===== config.mk =====
export PLATFORM = sky130hd
export DESIGN_NAME = ctlser_top
export DESIGN_NICKNAME = d
export VERILOG_FILES = /design/src/rtl/ctlser_pkg.sv /design/src/rtl/ctlser_timer.sv /design/src/rtl/ctlser_shreg.sv /design/src/rtl/ctlser_seq.sv /design/src/rtl/ctlser_top.sv
export SDC_FILE = /design/constraint.sdc
export NUM_CORES = 1
export LEC_CHECK = 0
export ABC_AREA = 0
export BUFFER_PORTS_ARGS = -buffer_cell sky130_fd_sc_hd__buf_2
export CAP_MARGIN = 20
export CORE_MARGIN = 2
export CORE_UTILIZATION = 50
export CTS_CLUSTER_DIAMETER = 120
export CTS_CLUSTER_SIZE = 25
export DETAILED_ROUTE_END_ITERATION = 10
export PLACE_DENSITY = 0.78
export SLEW_MARGIN = 25
export SYNTH_ARGS = -nofsm -noshare
export SYNTH_HDL_FRONTEND = slang
export SYNTH_SLANG_ARGS = --single-unit

===== constraint.sdc =====
create_clock -name clk -period 5.6 [get_ports clk]
set_clock_uncertainty 0.1 [all_clocks]
set_input_delay 1.12 -clock clk [delete_from_list [all_inputs] [get_ports clk]]
set_output_delay 1.12 -clock clk [all_outputs]
set_load 0.02 [all_outputs]

===== src/rtl/ctlser_pkg.sv =====
package ctlser_pkg;

    typedef enum logic [2:0] {
        PH_IDLE   = 3'd0,
        PH_LEAD   = 3'd1,
        PH_SETUP  = 3'd2,
        PH_RISE   = 3'd3,
        PH_FALL   = 3'd4,
        PH_STROBE = 3'd5
    } phase_e;

    typedef struct packed {
        phase_e phase;
        logic   data;
        logic   sclk;
        logic   strobe;
        logic   done;
    } seq_state_t;

endpackage


===== src/rtl/ctlser_timer.sv =====
module ctlser_timer #(
    parameter int PRE_W = 8
) (
    input  logic             clk,
    input  logic             rst,
    input  logic             start,
    input  logic [PRE_W-1:0] limit_in,
    input  logic             run,
    output logic             tick
);
    typedef struct packed {
        logic [PRE_W-1:0] cnt;
        logic [PRE_W-1:0] lim;
    } tmr_t;

    tmr_t tmr_d, tmr_q;

    assign tick = run && (tmr_q.cnt == tmr_q.lim - PRE_W'(1));

    always_comb begin
        tmr_d = tmr_q;
        if (start) begin
            tmr_d.cnt = '0;
            tmr_d.lim = (limit_in == '0) ? PRE_W'(1) : limit_in;
        end else if (run) begin
            if (tick) tmr_d.cnt = '0;
            else      tmr_d.cnt = tmr_q.cnt + PRE_W'(1);
        end
    end

    always_ff @(posedge clk) begin
        if (rst) begin
            tmr_q.cnt <= '0;
            tmr_q.lim <= PRE_W'(1);
        end else begin
            tmr_q <= tmr_d;
        end
    end

    // the phase counter never passes the captured phase length
    assert_cnt_in_phase_R6: assert property (@(posedge clk) disable iff (rst)
        (tmr_q.lim != '0) && (tmr_q.cnt < tmr_q.lim))
        else $error("phase counter out of range");

endmodule


===== src/rtl/ctlser_shreg.sv =====
module ctlser_shreg #(
    parameter int WORD_W = 20
) (
    input  logic              clk,
    input  logic              rst,
    input  logic              load,
    input  logic [WORD_W-1:0] word_in,
    input  logic              shift,
    output logic              cur_bit,
    output logic              next_bit,
    output logic              last
);
    localparam int LW = $clog2(WORD_W + 1);

    typedef struct packed {
        logic [WORD_W-1:0] sh;
        logic [LW-1:0]     left;
    } sr_t;

    sr_t sr_d, sr_q;

    assign cur_bit  = sr_q.sh[0];
    assign next_bit = sr_q.sh[1];
    assign last     = (sr_q.left == LW'(1));

    always_comb begin
        sr_d = sr_q;
        if (load) begin
            sr_d.sh   = word_in;
            sr_d.left = LW'(WORD_W);
        end else if (shift) begin
            sr_d.sh   = sr_q.sh >> 1;
            sr_d.left = (sr_q.left == '0) ? '0 : sr_q.left - LW'(1);
        end
    end

    always_ff @(posedge clk) begin
        if (rst) sr_q <= '0;
        else     sr_q <= sr_d;
    end

    // never more bits pending than a word holds
    assert_left_bound_R3: assert property (@(posedge clk) disable iff (rst)
        sr_q.left <= LW'(WORD_W))
        else $error("bit count above word width");

    // a load always restarts the bit count at the full word
    assert_load_count_R3: assert property (@(posedge clk) disable iff (rst)
        load |=> (sr_q.left == LW'(WORD_W)))
        else $error("bit count not restarted on load");

endmodule


===== src/rtl/ctlser_seq.sv =====
module ctlser_seq
    import ctlser_pkg::*;
(
    input  logic clk,
    input  logic rst,
    input  logic req_valid,
    input  logic tick,
    input  logic cur_bit,
    input  logic next_bit,
    input  logic last,
    output logic ready,
    output logic accept,
    output logic shift,
    output logic run,
    output logic data,
    output logic sclk,
    output logic strobe,
    output logic done
);
    seq_state_t st_d, st_q;

    assign ready  = (st_q.phase == PH_IDLE);
    assign accept = ready && req_valid;
    assign run    = !ready;
    assign shift  = (st_q.phase == PH_FALL) && tick;

    assign data   = st_q.data;
    assign sclk   = st_q.sclk;
    assign strobe = st_q.strobe;
    assign done   = st_q.done;

    always_comb begin
        st_d      = st_q;
        st_d.done = 1'b0;
        unique case (st_q.phase)
            PH_IDLE: begin
                if (req_valid) st_d.phase = PH_LEAD;
            end
            PH_LEAD: begin
                if (tick) begin
                    st_d.phase = PH_SETUP;
                    st_d.data  = cur_bit;
                end
            end
            PH_SETUP: begin
                if (tick) begin
                    st_d.phase = PH_RISE;
                    st_d.sclk  = 1'b1;
                end
            end
            PH_RISE: begin
                if (tick) begin
                    st_d.phase = PH_FALL;
                    st_d.sclk  = 1'b0;
                end
            end
            PH_FALL: begin
                if (tick) begin
                    if (last) begin
                        st_d.phase  = PH_STROBE;
                        st_d.data   = 1'b0;
                        st_d.strobe = 1'b1;
                    end else begin
                        st_d.phase = PH_SETUP;
                        st_d.data  = next_bit;
                    end
                end
            end
            PH_STROBE: begin
                if (tick) begin
                    st_d.phase  = PH_IDLE;
                    st_d.strobe = 1'b0;
                    st_d.done   = 1'b1;
                end
            end
            default: begin
                st_d = '{phase: PH_IDLE, data: 1'b0, sclk: 1'b0,
                         strobe: 1'b0, done: 1'b0};
            end
        endcase
    end

    always_ff @(posedge clk) begin
        if (rst) begin
            st_q <= '{phase: PH_IDLE, data: 1'b0, sclk: 1'b0,
                      strobe: 1'b0, done: 1'b0};
        end else begin
            st_q <= st_d;
        end
    end

    // idle keeps every wire low
    assert_idle_quiet_R1: assert property (@(posedge clk) disable iff (rst)
        ready |-> (!data && !sclk && !strobe))
        else $error("wire active while idle");

    // strobe only with data and clock low
    assert_strobe_alone_R5: assert property (@(posedge clk) disable iff (rst)
        strobe |-> (!data && !sclk))
        else $error("strobe overlaps data or clock");

    // data held across the clock rising
    assert_rise_hold_R4: assert property (@(posedge clk) disable iff (rst)
        $rose(sclk) |-> $stable(data))
        else $error("data moved with clock rise");

    // data held across the clock falling
    assert_fall_hold_R4: assert property (@(posedge clk) disable iff (rst)
        $fell(sclk) |-> $stable(data))
        else $error("data moved with clock fall");

    // completion pulse lasts one cycle and coincides with ready
    assert_done_single_R8: assert property (@(posedge clk) disable iff (rst)
        done |=> !done)
        else $error("done longer than one cycle");

    assert_done_ready_R8: assert property (@(posedge clk) disable iff (rst)
        done |-> ready)
        else $error("done without ready");

    // an accepted request drops ready on the next cycle
    assert_busy_after_accept_R7: assert property (@(posedge clk) disable iff (rst)
        accept |=> !ready)
        else $error("ready still high after accept");

endmodule


===== src/rtl/ctlser_top.sv =====
module ctlser_top #(
    parameter int WORD_W = 20,
    parameter int PRE_W  = 8
) (
    input  logic              clk,
    input  logic              rst,
    input  logic              req_valid,
    input  logic [WORD_W-1:0] req_word,
    input  logic [PRE_W-1:0]  prescale,
    output logic              req_ready,
    output logic              ser_data,
    output logic              ser_clk,
    output logic              ser_strobe,
    output logic              done
);
    logic accept, shift, run, tick;
    logic cur_bit, next_bit, last;

    ctlser_timer #(.PRE_W(PRE_W)) u_timer (
        .clk      (clk),
        .rst      (rst),
        .start    (accept),
        .limit_in (prescale),
        .run      (run),
        .tick     (tick)
    );

    ctlser_shreg #(.WORD_W(WORD_W)) u_shreg (
        .clk      (clk),
        .rst      (rst),
        .load     (accept),
        .word_in  (req_word),
        .shift    (shift),
        .cur_bit  (cur_bit),
        .next_bit (next_bit),
        .last     (last)
    );

    ctlser_seq u_seq (
        .clk       (clk),
        .rst       (rst),
        .req_valid (req_valid),
        .tick      (tick),
        .cur_bit   (cur_bit),
        .next_bit  (next_bit),
        .last      (last),
        .ready     (req_ready),
        .accept    (accept),
        .shift     (shift),
        .run       (run),
        .data      (ser_data),
        .sclk      (ser_clk),
        .strobe    (ser_strobe),
        .done      (done)
    );

    // reset parks the wires and reopens the handshake
    assert_reset_idle_R9: assert property (@(posedge clk)
        rst |=> (!ser_data && !ser_clk && !ser_strobe && req_ready && !done))
        else $error("reset did not return to idle");

endmodule


==> impl_metrics.tcl <==
set metrics [dict create \
    run_status "completed" \
    holdBufCountCts 0 \
    fin_nets 358 \
    synth-seq-cells 48 \
    start_kind "flop" \
    async_flop_share 0 \
    hold_viol_final 0 \
    wirelength_um 5349 \
    setup_tns_ps 0 \
    crit_path_cell_trace "or3_4, o31a_1, or4_4, a2111o_1, or3_1, a21oi_1" \
    powerDensity_nw_per_um2 423.7 \
    grt_max_degree 41 \
    drt_iter0_markers 255 \
    reg2regPathDepth 6 \
    initial_core_util 0.5144 \
    tightest_slew_ps 1008 \
    syn_to_final_growth_pct 12.03 \
    synth_edf_count 0 \
    io_buffers 35 \
    post-route-period-util 0.5660 \
    finalSetupViolCount 0 \
    wl_per_cell_um 14.15 \
    clk_path_buf_depth 2 \
    netlist_area_um2 2414 \
    min_period_ps 3170 \
    dp_hpwl_um 3624 \
    crit_path_max_incr_delay_ps 760 \
    drc_errors 0 \
    grt_overflow 0 \
    grt_pass1_vias 1910 \
    r2r_setup_slack_ps 2430 \
    synth_cell_types 49 \
    via_per_inst 6.016 \
    num_io_pins 36 \
    clock.fmax_ghz 0.3155 \
    num_rows 25 \
    end_kind "flop" \
    min-delay-path-class "flop to flop" \
    worstSetupPathType "flop to flop" \
    preCtsSetupSlack_ps 2471 \
    grt_antenna_before_repair 0 \
    num_antenna_cells 0 \
    min_path_cells 2 \
    grt_pass1_wl_um 8694 \
    required_ps 5740 \
    yosys_warnings 0 \
    cap_violations 0 \
    synthCells 302 \
    die_y_um 73.48 \
    arrival_ps 3310 \
    cts_tree "done" \
    reg2reg_from "u_timer.tmr_q[2]" \
    core_um2 4692 \
    grt_usage 0.2029 \
    first_pass_iters 5 \
    fillers 423 \
    hp-start "u_shreg.sr_q[23]" \
    cts_resized 0 \
    path_clk_slew_ps 90 \
    drive_gt1_frac 0.1543 \
    ir_drop_mv 0.2214 \
    numClockSinks 48 \
    num_vias 2274 \
    clockRootBuffer "clkbuf_8" \
    p_leak_uw 0.001021 \
    cts_buffers 5 \
    finalPower_uw 1145 \
    ant_nets 0 \
    slew_headroom 0.3264 \
    clock_latency_ps 300 \
    rr_endpoint "u_shreg.sr_q[0]" \
    synth_ff_type "dfxtp_1" \
    dieWidth_um 73.48 \
    htree_num_levels 2 \
    rsz0062_at_grt "no" \
    crit_fanout 26 \
    yosysSeqAreaShare 0.3981 \
    syn-num-nets 337 \
    synth_area_per_cell_um2 7.992 \
    fp.dieArea_um2 5399 \
    gp_congestion 0.8379 \
    min_to "u_shreg.sr_q[23]" \
    slowest_stage "a2111o_1" \
    post_cts_buffers 0 \
    setup_slack_ps 2430 \
    maxSlewViolCount 0 \
]
==> cells in the mapped netlist (all sizes together) (3+ instances only) <==
cell / instances / area [um^2]
dfxtp: 48 / 960.9
nand2: 36 / 135.1
a21oi: 35 / 175.2
nand3: 24 / 120.1
nor2: 20 / 75.07
a22oi: 17 / 127.6
clkbuf: 17 / 63.81
o21ai: 8 / 40.03
xnor2: 8 / 70.07
inv: 7 / 26.28
nor3: 7 / 35.03
nand4: 6 / 37.54
nor4: 6 / 37.54
or3: 6 / 42.54
buf: 5 / 25.03
xor2: 5 / 43.79
ha: 4 / 50.05
or4: 4 / 33.78
and3: 3 / 18.77
nor3b: 3 / 22.52
o211ai: 3 / 22.52
==> registers in the layout, indices dropped and copies added, names as in the netlist <==
signal,cells
u_shreg.sr_q,23
u_timer.tmr_q,16
u_seq.st_q,3
u_seq.data,1
u_seq.done,1
u_seq.sclk,1
u_seq.strobe,1
u_shreg.cur_bit,1
u_shreg.next_bit,1
==> critical path, delay by kind of cell, from the launching register on <==
kind	cells	cell delay (ps)
flops	1	380
compound gates	3	1170
simple gates	3	1440
==> through the flow <==
step | instances | utilization | cell area, um^2 | hold WS (ps)
after floorplan | 302 | - | 2414 | 347.6
after global placement | 369 | 0.5499 | 2580 | 353.8
after detailed placement | 370 | 0.5523 | 2591 | 358.4
after CTS | 378 | 0.5760 | 2703 | 370.7
after global routing | 378 | 0.5763 | 2704 | 389.6
final | 378 | 0.5763 | 2704 | 369.0
==> area by class of cell <==
class,count,area [um^2],share of cell area
well taps,54,67.56,0.02499
inverters,8,30.03,0.01111
clock buffers,5,68.82,0.02545
flip-flops and latches,48,960.9,0.3554
repair buffers,36,186.4,0.06895
multi-input cells,224,1348,0.4984
clock inverters,3,42.54,0.01573
==> worst max-delay path by stage <==
| stage | start | endpoint | depth (start not counted) |
|---|---|---|---|
| global route | u_timer.tmr_q[0] | u_shreg.sr_q[8] | 9 |
| floorplan | u_timer.tmr_q[2] | u_shreg.sr_q[0] | 7 |
| CTS | u_timer.tmr_q[2] | u_shreg.sr_q[1] | 6 |
| detailed placement | u_timer.tmr_q[2] | u_shreg.sr_q[0] | 6 |
| finish | u_timer.tmr_q[2] | u_shreg.sr_q[0] | 6 |
| global placement | u_timer.tmr_q[2] | u_shreg.sr_q[8] | 6 |
==> cells by family after synthesis <==
| group | count (synthesis) | synth area share |
|---|---|---|
| adder cells (fa/ha/maj) | 4 | 0.02074 |
| flip-flops | 48 | 0.3981 |
| AND/OR/NAND/NOR | 127 | 0.2706 |
| buffers and inverters | 30 | 0.04925 |
| AO/OA/AOI/OAI | 80 | 0.2141 |
| XOR/XNOR | 13 | 0.04718 |
==> placed cells by master (no fill, tap or decap), types with 3 or more instances in the layout <==
cell	instances
a21oi_1	35
xor2_1	5
nand3_1	24
nor2_1	20
o211ai_1	3
nor3_1	7
a22oi_1	17
and3_1	3
o21ai_0	7
dfxtp_1	48
or4_1	3
nand2_1	36
inv_1	7
buf_2	35
clkbuf_8	5
xnor2_1	8
nor3b_1	3
nand4_1	6
ha_1	4
nor4_1	6
or3_1	5
==> power breakdown <==
part / switching, uW / total (uW) / internal, uW
logic: 268 / 421 / 153
registers: 66.4 / 471 / 404
clock network: 121 / 253 / 132
==> layer usage <==
metal,share of wire,vias up,global-route usage,wire length (um)
li1,-,1154,-,-
met1,0.47,1054,0.2767,2526
met2,0.47,62,0.3175,2518
met3,0.050,4,0.05075,267
met4,0.0067,0,0.05859,36
met5,0,-,0,0
Power figures use the tool's default switching activity.
